`src/rtl/clkgen_regs_pkg.sv`:
```
package clkgen_regs_pkg;

    localparam int NREG     = 5;
    localparam int IDX_CMD  = 0;
    localparam int IDX_CFG  = 1;
    localparam int IDX_M    = 2;
    localparam int IDX_N    = 3;
    localparam int IDX_D    = 4;

    localparam int BIT_UPD      = 0;
    localparam int BIT_ROOT_EN  = 1;
    localparam int DIRTY_LSB    = 4;
    localparam int BIT_ROOT_OFF = 31;

    localparam int SRC_LSB  = 8;
    localparam int SRC_W    = 3;
    localparam int MODE_LSB = 12;
    localparam int MODE_W   = 2;
    localparam int DIV_MAXW = 8;

    typedef struct packed {
        logic [MODE_W-1:0]   mode;
        logic [SRC_W-1:0]    src;
        logic [DIV_MAXW-1:0] div;
    } cfg_fields_t;

    function automatic logic [31:0] masked_merge(input logic [31:0] old_v,
                                                 input logic [31:0] new_v,
                                                 input logic [31:0] mask);
        return (old_v & ~mask) | (new_v & mask);
    endfunction

    function automatic logic [31:0] cfg_rw_mask(input int hid_w);
        logic [31:0] m;
        m = (32'd1 << hid_w) - 32'd1;
        m |= ((32'd1 << SRC_W) - 32'd1) << SRC_LSB;
        m |= ((32'd1 << MODE_W) - 32'd1) << MODE_LSB;
        return m;
    endfunction

    function automatic logic [31:0] reg_offset(input int idx);
        return 32'(idx * 4);
    endfunction

    // dirty slot: 0 = configuration, 1 = N, 2 = M, 3 = D
    function automatic int dirty_slot(input int idx);
        case (idx)
            IDX_CFG: return 0;
            IDX_N:   return 1;
            IDX_M:   return 2;
            default: return 3;
        endcase
    endfunction

    function automatic cfg_fields_t unpack_cfg(input logic [31:0] w);
        cfg_fields_t f;
        f.mode = w[MODE_LSB +: MODE_W];
        f.src  = w[SRC_LSB +: SRC_W];
        f.div  = w[DIV_MAXW-1:0];
        return f;
    endfunction

endpackage

```
`src/rtl/clkgen_addr_decode.sv`:
```
module clkgen_addr_decode
    import clkgen_regs_pkg::*;
#(
    parameter int AW = 5
) (
    input  logic [AW-1:0]   addr,
    output logic [NREG-1:0] sel
);
    for (genvar g = 0; g < NREG; g++) begin : g_sel
        assign sel[g] = (addr == AW'(reg_offset(g)));
    end
endmodule

```
`src/rtl/clkgen_commit_ctrl.sv`:
```
module clkgen_commit_ctrl #(
    parameter int COMMIT_CYCLES = 3
) (
    input  logic clk,
    input  logic rst,
    input  logic start,
    output logic pend,
    output logic commit
);
    localparam int CW = $clog2(COMMIT_CYCLES + 1);

    logic [CW-1:0] cnt;

    assign commit = pend && (cnt == '0);

    always_ff @(posedge clk) begin
        if (rst) begin
            pend <= 1'b0;
            cnt  <= '0;
        end else if (start) begin
            pend <= 1'b1;
            cnt  <= CW'(COMMIT_CYCLES - 1);
        end else if (commit) begin
            pend <= 1'b0;
        end else if (pend) begin
            cnt  <= cnt - 1'b1;
        end
    end
endmodule

```
`src/rtl/clkgen_active_bank.sv`:
```
module clkgen_active_bank
    import clkgen_regs_pkg::*;
#(
    parameter int HID_W = 5,
    parameter int MND_W = 8
) (
    input  logic              clk,
    input  logic              rst,
    input  logic              commit,
    input  cfg_fields_t       sh_cfg,
    input  logic [MND_W-1:0]  sh_m,
    input  logic [MND_W-1:0]  sh_n,
    input  logic [MND_W-1:0]  sh_d,
    output logic [HID_W-1:0]  act_div,
    output logic [SRC_W-1:0]  act_src,
    output logic [MODE_W-1:0] act_mode,
    output logic [MND_W-1:0]  act_m,
    output logic [MND_W-1:0]  act_n,
    output logic [MND_W-1:0]  act_d
);
    always_ff @(posedge clk) begin
        if (rst) begin
            act_div  <= '0;
            act_src  <= '0;
            act_mode <= '0;
            act_m    <= '0;
            act_n    <= '0;
            act_d    <= '0;
        end else if (commit) begin
            act_div  <= sh_cfg.div[HID_W-1:0];
            act_src  <= sh_cfg.src;
            act_mode <= sh_cfg.mode;
            act_m    <= sh_m;
            act_n    <= sh_n;
            act_d    <= sh_d;
        end
    end
endmodule

```
`src/rtl/clkgen_cfg_regs.sv`:
```
module clkgen_cfg_regs
    import clkgen_regs_pkg::*;
#(
    parameter int AW            = 5,
    parameter int HID_W         = 5,
    parameter int MND_W         = 8,
    parameter int COMMIT_CYCLES = 3
) (
    input  logic              clk,
    input  logic              rst,
    input  logic              bus_wr,
    input  logic [AW-1:0]     bus_addr,
    input  logic [31:0]       bus_wdata,
    input  logic [31:0]       bus_wmask,
    output logic [31:0]       bus_rdata,
    output logic              root_en,
    output logic [HID_W-1:0]  act_div,
    output logic [2:0]        act_src,
    output logic [1:0]        act_mode,
    output logic [MND_W-1:0]  act_m,
    output logic [MND_W-1:0]  act_n,
    output logic [MND_W-1:0]  act_d
);
    localparam logic [31:0] CFG_MASK = cfg_rw_mask(HID_W);
    localparam int          NMND     = 3;

    logic [NREG-1:0]  sel;
    logic [NREG-1:0]  wr_hit;
    logic             upd_pend;
    logic             commit;
    logic             start;
    logic [31:0]      cfg_sh;
    logic [MND_W-1:0] mnd_sh [NMND];
    logic [3:0]       dirty;
    logic [3:0]       dirty_nx;
    logic             root_en_q;

    clkgen_addr_decode #(.AW(AW)) i_dec (
        .addr (bus_addr),
        .sel  (sel)
    );

    // shadow writes are locked while an update is pending
    assign wr_hit = (bus_wr && !upd_pend) ? sel : '0;
    assign start  = bus_wr && sel[IDX_CMD] && bus_wmask[BIT_UPD]
                    && bus_wdata[BIT_UPD] && !upd_pend;

    clkgen_commit_ctrl #(.COMMIT_CYCLES(COMMIT_CYCLES)) i_commit (
        .clk    (clk),
        .rst    (rst),
        .start  (start),
        .pend   (upd_pend),
        .commit (commit)
    );

    always_ff @(posedge clk) begin
        if (rst) begin
            cfg_sh <= '0;
        end else if (wr_hit[IDX_CFG]) begin
            cfg_sh <= masked_merge(cfg_sh, bus_wdata, bus_wmask) & CFG_MASK;
        end
    end

    for (genvar g = 0; g < NMND; g++) begin : g_mnd
        localparam int RI = IDX_M + g;
        always_ff @(posedge clk) begin
            if (rst) begin
                mnd_sh[g] <= '0;
            end else if (wr_hit[RI]) begin
                mnd_sh[g] <= MND_W'(masked_merge(32'(mnd_sh[g]), bus_wdata, bus_wmask));
            end
        end
    end

    always_ff @(posedge clk) begin
        if (rst) begin
            root_en_q <= 1'b0;
        end else if (bus_wr && sel[IDX_CMD] && bus_wmask[BIT_ROOT_EN]) begin
            root_en_q <= bus_wdata[BIT_ROOT_EN];
        end
    end

    always_comb begin
        dirty_nx = dirty;
        if (commit) begin
            dirty_nx = '0;
        end
        for (int i = IDX_CFG; i < NREG; i++) begin
            if (wr_hit[i]) begin
                dirty_nx[dirty_slot(i)] = 1'b1;
            end
        end
    end

    always_ff @(posedge clk) begin
        if (rst) begin
            dirty <= '0;
        end else begin
            dirty <= dirty_nx;
        end
    end

    clkgen_active_bank #(.HID_W(HID_W), .MND_W(MND_W)) i_bank (
        .clk      (clk),
        .rst      (rst),
        .commit   (commit),
        .sh_cfg   (unpack_cfg(cfg_sh)),
        .sh_m     (mnd_sh[0]),
        .sh_n     (mnd_sh[1]),
        .sh_d     (mnd_sh[2]),
        .act_div  (act_div),
        .act_src  (act_src),
        .act_mode (act_mode),
        .act_m    (act_m),
        .act_n    (act_n),
        .act_d    (act_d)
    );

    assign root_en = root_en_q;

    always_comb begin
        bus_rdata = '0;
        if (sel[IDX_CMD]) begin
            bus_rdata[BIT_UPD]                = upd_pend;
            bus_rdata[BIT_ROOT_EN]            = root_en_q;
            bus_rdata[DIRTY_LSB +: 4]         = dirty;
            bus_rdata[BIT_ROOT_OFF]           = !root_en_q;
        end else if (sel[IDX_CFG]) begin
            bus_rdata = cfg_sh;
        end else begin
            for (int i = 0; i < NMND; i++) begin
                if (sel[IDX_M + i]) begin
                    bus_rdata = 32'(mnd_sh[i]);
                end
            end
        end
    end
endmodule

```
`config.mk`:
```
export PLATFORM = sky130hd
export DESIGN_NAME = clkgen_cfg_regs
export DESIGN_NICKNAME = d
export VERILOG_FILES = /design/src/rtl/clkgen_regs_pkg.sv /design/src/rtl/clkgen_addr_decode.sv /design/src/rtl/clkgen_commit_ctrl.sv /design/src/rtl/clkgen_active_bank.sv /design/src/rtl/clkgen_cfg_regs.sv
export SDC_FILE = /design/constraint.sdc
export NUM_CORES = 1
export LEC_CHECK = 0
export ABC_CLOCK_PERIOD_IN_PS = 3200
export BUFFER_PORTS_ARGS = -buffer_cell sky130_fd_sc_hd__buf_2
export CELL_PAD_IN_SITES_DETAIL_PLACEMENT = 0
export CELL_PAD_IN_SITES_GLOBAL_PLACEMENT = 1
export CORE_ASPECT_RATIO = 0.75
export CORE_MARGIN = 8
export CORE_UTILIZATION = 36
export CTS_CLUSTER_DIAMETER = 60
export DETAILED_ROUTE_END_ITERATION = 6
export GPL_ROUTABILITY_DRIVEN = 1
export HOLD_SLACK_MARGIN = 0.02
export PLACE_DENSITY = 0.85
export SLEW_MARGIN = 30
export SYNTH_ARGS = -nofsm -noshare
export SYNTH_HDL_FRONTEND = slang
export SYNTH_HIERARCHICAL = 1
export SYNTH_SLANG_ARGS = --single-unit
```
`constraint.sdc`:
```
create_clock -name clk -period 3.2 [get_ports clk]
set_input_delay 0.8 -clock clk [delete_from_list [all_inputs] [get_ports clk]]
set_output_delay 0.8 -clock clk [all_outputs]
set_load 0.005 [all_outputs]
```
==> results by group, run 1 <==
Status
  • Status: finished clean

Timing
  • Max Fclk: 0.318 GHz
  • Max-slew violation count: 0
  • Clk_skew: 5.41 ps
  • Final WS setup: 51.0 ps
  • Max_slew headroom: 60.9%
  • Fin. Hold Viols: 0
  • Fin crit share: 98.4%
  • Finish-stage setup viols: 0
  • Unrepaired setup endpoints after global routing: true
  • Crit path time final: 3150 ps
  • Worst hold margin: 452 ps
  • Measured slew at the worst slew-check pin: 586 ps

Job
  • Maxcap violations: 0

Logic synthesis
  • Adder-cell area share of the yosys netlist: 0.346%
  • Mapped Cells: 355
  • Largest family of logic cells by synthesized area: simple AND/OR/NAND/NOR gates
  • Post-synth EDFFs: 24
  • #FFs+latches synth: 76
  • Yosys cell types: 40
  • Top post-synthesis cells by area: dfxtp_1 29%, edfxtp_1 20%, mux2i_1 12%
  • Post-synth top area share: 28.8%
  • Fraction of registers with async set/reset: 0%
  • Simple-Gate Fraction of Synth Area: 20.3%
  • Syn avg cell area: 10.2 um2
  • Synth warn: 6
  • Synth Flop Type: dfxtp_1
  • Mux cell area share after synthesis: 12.5%
  • Post-synth top area cell: dfxtp_1
  • Synth Area in Compound Gates: 9.31%
  • Mapped Area: 3610 um2
  • Seq/Total Area, Yosys: 48.8%
  • XOR/XNOR share of the synthesized area: 0.242%

Cells and area
  • Register area: 1760 um2
  • Fraction of layout instances using a drive strength above 1: 27.8%
  • Inserted Diodes: 0
  • # nets final: 514
  • Multi-input gate area: 1630 um2
  • Filler Cell Count: 933
  • Area grow syn2layout: 21.1%

Power and ir drop
  • Clock share of power: 45.4%
  • Switching share of power: 24.0%
  • PwrDens: 474 nW/um2
  • Sequential Power Share: 49.2%
  • Psw: 498 uW
  • Int Pwr: 1580 uW
  • LEAKAGE: 0.00186 uW
  • Peak supply drop: 0.000229 V
  • Share of total power in combinational logic: 5.4%

Die
  • Core Area: 9700 um2
  • Die W: 132 um
  • Die Area: 13500 um2
  • Height of the die: 103 um
  • Initial cell density of the core: 37.3%
  • Std-Cell Rows: 31
  • IO Count: 139

Route
  • WL/cell: 17.9 um
  • DR vias/cell: 5.09
  • Via count: 2941
  • Starting DRC count in detailed routing: 230
  • Antenna Nets Post-Route: 0
  • Iteration count of the initial detailed-routing pass: 5
  • DRC: 0
  • Drt total wl: 10400 um

CTS
  • TritonCTS clock tree: built
  • H-tree Lvls: 3
  • Hold buffer count at cts: 0
  • CTS max path bufs: 2
  • TritonCTS Sinks: 76
  • Clock transition at path regs: 60 ps
  • Clock buffer count from CTS: 9
  • Clock latency at the later pin of the worst-skew pair: 340 ps
  • Clock Root Buffer: clkbuf_16
  • Post-CTS Setup Inserts: 0
  • Post_cts resized: 0

Placed design
  • Place WS: 10.7 ps
  • Final HPWL DP: 7380 um
  • Routability cong.: 0.853
  • I/O Buffers: 82

Worst setup path
  • Top cell by count, worst path: buf_2
  • Crit path required time: 2400 ps
  • Worst path slowest cell: or3b_1
  • Worst Path Buf+Inv: 3
  • WS Path Type: input pin to output pin
  • CP cell instances: buf_2 -> or3b_1 -> nor2_1 -> nor2b_1 -> buf_4 -> a221oi_1 -> o22ai_1 -> buf_2
  • CP endpoint kind: output pin
  • Crit-path leading delay family: simple AND/OR/NAND/NOR gates
  • CP arrival: 2350 ps
  • Max incr delay on CP: 420 ps
  • Crit-path max FO: 7
  • Setup crit start kind: input pin

Global routing
  • First-pass GRT wire length: 15900 um
  • Total grt overflow: 0
  • Largest net degree at the start of global routing: 38
  • Vias in the first global route: 2870
  • Initial antenna violation count: 2
  • All-Layer GR Usage: 15.2%

Worst hold path
  • Hold Crit Class: flop to flop
power groups by stage:
stage | clock network [uW] | registers, uW | logic (uW)
after floorplan | 0 | 1030 | 75.1
after global placement | 0 | 1040 | 107
after detailed placement | 0 | 1040 | 108
after CTS | 963 | 1020 | 109
after global routing | 1000 | 1020 | 124
final | 942 | 1020 | 112
synthesized netlist by cell type, types with 2 or more instances:
master,number
a21o_1,3
a21oi_1,28
o21ai_0,12
and2_1,5
clkbuf_2,2
a221oi_1,7
buf_4,19
nor2_1,52
dfxtp_1,52
inv_1,5
edfxtp_1,24
buf_2,7
nor2b_1,6
nand2b_1,25
nor3_1,2
nand2_1,19
nor3_2,2
buf_6,3
buf_12,3
nand2_2,3
and3b_1,2
mux2i_1,45
o22ai_1,3
nand4b_1,10
routing by layer:
layer  up-vias  track usage [%]  wire (um)  share of wire, %
met5         -                0         16              0.15
met4         4             4.84         82              0.79
met3        16             5.45        922               8.9
met2       121             23.0       4680                45
met1      1430             19.8       4660                45
li1       1370                -          -                 -
path summary, 6_finish.rpt:
kind                            slack [ps]         endpoint           from  depth (start not counted)
worst max register to register        1180  i_bank/act_d[0]  i_commit/pend                          4
worst min register to register         450         dirty[1]       dirty[1]                          2
worst max-delay path                    50     bus_rdata[3]    bus_addr[1]                          8
worst min-delay path                   450         dirty[1]       dirty[1]                          2
logic make-up after synthesis:
logic type	count (synthesis)
and+or+nand+nor	134
AOI/OAI and AO/OA	56
other	1
buffers and inverters	41
adders and majority gates	1
muxes	45
xor gates and xnor gates	1
DFF	76
final cells by class:
class | instances | area share [%]
Clock buffer | 9 | 5.15
Multi-Input combinational cell | 255 | 37.2
Timing Repair Buffer | 94 | 12.0
Inverter | 5 | 0.429
Tap cell | 132 | 3.77
Sequential cell | 76 | 40.3
Clock inverter | 7 | 1.17
worst reg2reg max path: stages (launching register included):
cell and delay, ps:
dfxtp_1 680, and2_2 650, buf_12 270, mux2i_1 230, nor2_1 60
through the flow:
| stage | cells | instance area [um2] | TNS [ps] | utilization (%) | power (uW) |
|---|---|---|---|---|---|
| after detailed placement | 562 | 4080 | 0 | 42.1 | 1150 |
| after global routing | 578 | 4380 | -9.63 | 45.1 | 2150 |
| after global placement | 562 | 4080 | 0 | 42.1 | 1150 |
| after floorplan | 372 | 3680 | 0 | - | 1110 |
| final | 578 | 4380 | 0 | 45.1 | 2070 |
| after CTS | 578 | 4360 | 0 | 44.9 | 2090 |
cell usage in the layout (no fill, tap or decap), types with 2 or more instances in the layout:
cell type / count
buf_12: 2
nor3_2: 3
buf_2: 82
nor2b_1: 5
inv_6: 2
o22ai_1: 3
nor2_1: 52
conb_1: 18
inv_1: 5
clkbuf_16: 9
a21oi_1: 28
a21o_1: 3
and3b_1: 2
nand2b_1: 25
and2_1: 5
a221oi_1: 5
nand2_2: 3
mux2i_1: 45
o21ai_0: 9
o21ai_1: 3
a221oi_2: 2
clkinv_4: 2
nand2_1: 19
buf_4: 10
nand4b_1: 10
dfxtp_1: 52
edfxtp_1: 24
Note: power is estimated with default switching activity, not from simulation.
==> inputs of run 2 (changes only) <==
ABC_CLOCK_PERIOD_IN_PS = 3600   (was 3200)
GPL_TIMING_DRIVEN = 0   (was unset)
HOLD_SLACK_MARGIN = unset   (was 0.02)
clock period = 3.6 ns   (was 3.2 ns; I/O delays follow)
==> results by group, run 2 (synthesis results as in run 1) <==
Worst setup path
  • Worst path slowest cell: or3b_1
  • Worst R2R End: i_bank/act_d[6]
  • Max incr delay on CP: 440 ps
  • CP cell instances: buf_2 -> or3b_1 -> nor3_4 -> nor2b_1 -> clkbuf_2 -> a221oi_1 -> o22ai_1 -> buf_2
  • CP arrival: 2600 ps
  • Worst Path Buf+Inv: 3
  • CP endpoint kind: output pin
  • Top cell by count, worst path: buf_2
  • R2R cell count: 7
  • Setup crit start kind: input pin
  • WS Path Type: input pin to output pin
  • Crit-path leading delay family: simple AND/OR/NAND/NOR gates
  • Crit-path max FO: 7
  • Worst reg-to-reg setup slack: 2110 ps
  • Launch point of the worst reg-to-reg path: i_commit/cnt[0]
  • Crit path required time: 2700 ps

Die
  • Die W: 132 um
  • Std-Cell Rows: 31
  • Die Area: 13500 um2
  • Initial cell density of the core: 37.3%
  • Core Area: 9700 um2
  • IO Count: 139
  • Height of the die: 103 um

CTS
  • Clock latency at the later pin of the worst-skew pair: 330 ps
  • H-tree Lvls: 3
  • Clock Root Buffer: clkbuf_16
  • CTS max path bufs: 2
  • Clock buffer count from CTS: 9
  • TritonCTS Sinks: 76
  • TritonCTS clock tree: built
  • Hold buffer count at cts: 0
  • Clock transition at path regs: 60 ps

Power and ir drop
  • PwrDens: 424 nW/um2
  • LEAKAGE: 0.00200 uW
  • Peak supply drop: 0.000342 V

Cells and area
  • Most common cell after layout, fill and taps aside: buf_2
  • Final core occ: 47.3%
  • Commonest cells after routing, fill and taps aside: 89 x buf_2, 52 x dfxtp_1, 51 x nor2_1
  • Inserted Diodes: 0
  • Final Non-Filler Cells: 602
  • Fraction of layout instances using a drive strength above 1: 30.9%
  • Area grow syn2layout: 26.9%
  • # nets final: 538

Status
  • Status: finished clean

Timing
  • Fin crit share: 97.3%
  • Fin. Hold Viols: 0
  • Finish-stage setup viols: 0
  • Clk_skew: 5.99 ps
  • Max Fclk: 0.286 GHz
  • Unrepaired setup endpoints after global routing: false
  • Max_slew headroom: 63.5%
  • Max-slew violation count: 0
  • Crit path time final: 3500 ps
  • Measured slew at the worst slew-check pin: 548 ps

Route
  • Iteration count of the initial detailed-routing pass: 5
  • DR vias/cell: 5.00
  • Antenna Nets Post-Route: 0
  • Drt total wl: 10300 um
  • DRC: 0
  • Via count: 3012
  • WL/cell: 17.2 um
  • Starting DRC count in detailed routing: 274

Placed design
  • I/O Buffers: 82
  • Final HPWL DP: 7760 um
  • Routability cong.: 0.847
  • Placed cell count: 586

Worst hold path
  • Hold Crit Class: flop to flop
  • Min-Delay Startpoint: dirty[1]
  • Hold Path Cell Cnt: 2
  • Min-Delay Endpoint: dirty[1]

Global routing
  • All-Layer GR Usage: 14.9%
  • Largest net degree at the start of global routing: 15
  • Total grt overflow: 0
  • First-pass GRT wire length: 15600 um
  • Initial antenna violation count: 1
  • Vias in the first global route: 2914

Job
  • Maxcap violations: 0
run 2: how the worst max path moves through the flow:
stage | from | end | slack (ps) | cells after the start
6_report | bus_addr[1] | bus_rdata[1] | 100 | 8
5_1_grt | bus_addr[1] | bus_rdata[7] | 4 | 8
4_1_cts | bus_addr[1] | bus_rdata[5] | 60 | 8
3_5_place_dp | bus_addr[3] | bus_rdata[1] | -120 | 7
3_3_place_gp | bus_addr[3] | bus_rdata[1] | -130 | 7
2_1_floorplan | bus_addr[1] | bus_rdata[0] | 520 | 6
run 2: routing by layer:
metal  global-route usage, %  routed length [um]  part of all wire, %  vias to the layer above
met2                    23.2                4530                   44                      148
met3                    5.31                 985                  9.5                       17
met1                    19.1                4660                   45                     1424
met4                    4.49                 161                  1.6                        2
met5                       0                  10                0.097                        -
li1                        -                   -                    -                     1421
run 2: where the power goes:
group	switching, uW	internal, uW
clock	350	573
sequential	12.3	895
combinational	66.7	50.0
total	429	1520
run 2: per-stage QoR:
stage	instance area (um2)	hold WS [ps]	worst slack [ps]	power (uW)	TNS, ps
after global placement	4250	432	-132	1040	-383
after CTS	4580	445	61.6	1960	0
after floorplan	3680	423	518	986	0
after detailed placement	4250	435	-121	1040	-344
final	4590	444	98.0	1950	0
after global routing	4590	474	4.25	2010	0
run 2: worst min-delay path: cells and delay by family (launching register included):
kind / cells / cell delay [ps]
flops: 1 / 310
simple gates: 2 / 90
run 2: final cells by class:
| type | count | area, um2 |
|---|---|---|
| fillers | 954 | 5110 |
| flip-flops and latches | 76 | 1760 |
| multi-input cells | 255 | 1630 |
| repair buffers | 82 | 410 |
| clock buffers | 13 | 293 |
| plain buffers | 36 | 289 |
| well taps | 132 | 165 |
| clock inverters | 3 | 22.5 |
| inverters | 5 | 18.8 |
run 2: repair_timing:
item                                    CTS  global route
gates resized for setup                   2             4
endpoints found under the setup margin    7             6
buffers inserted                          0             0
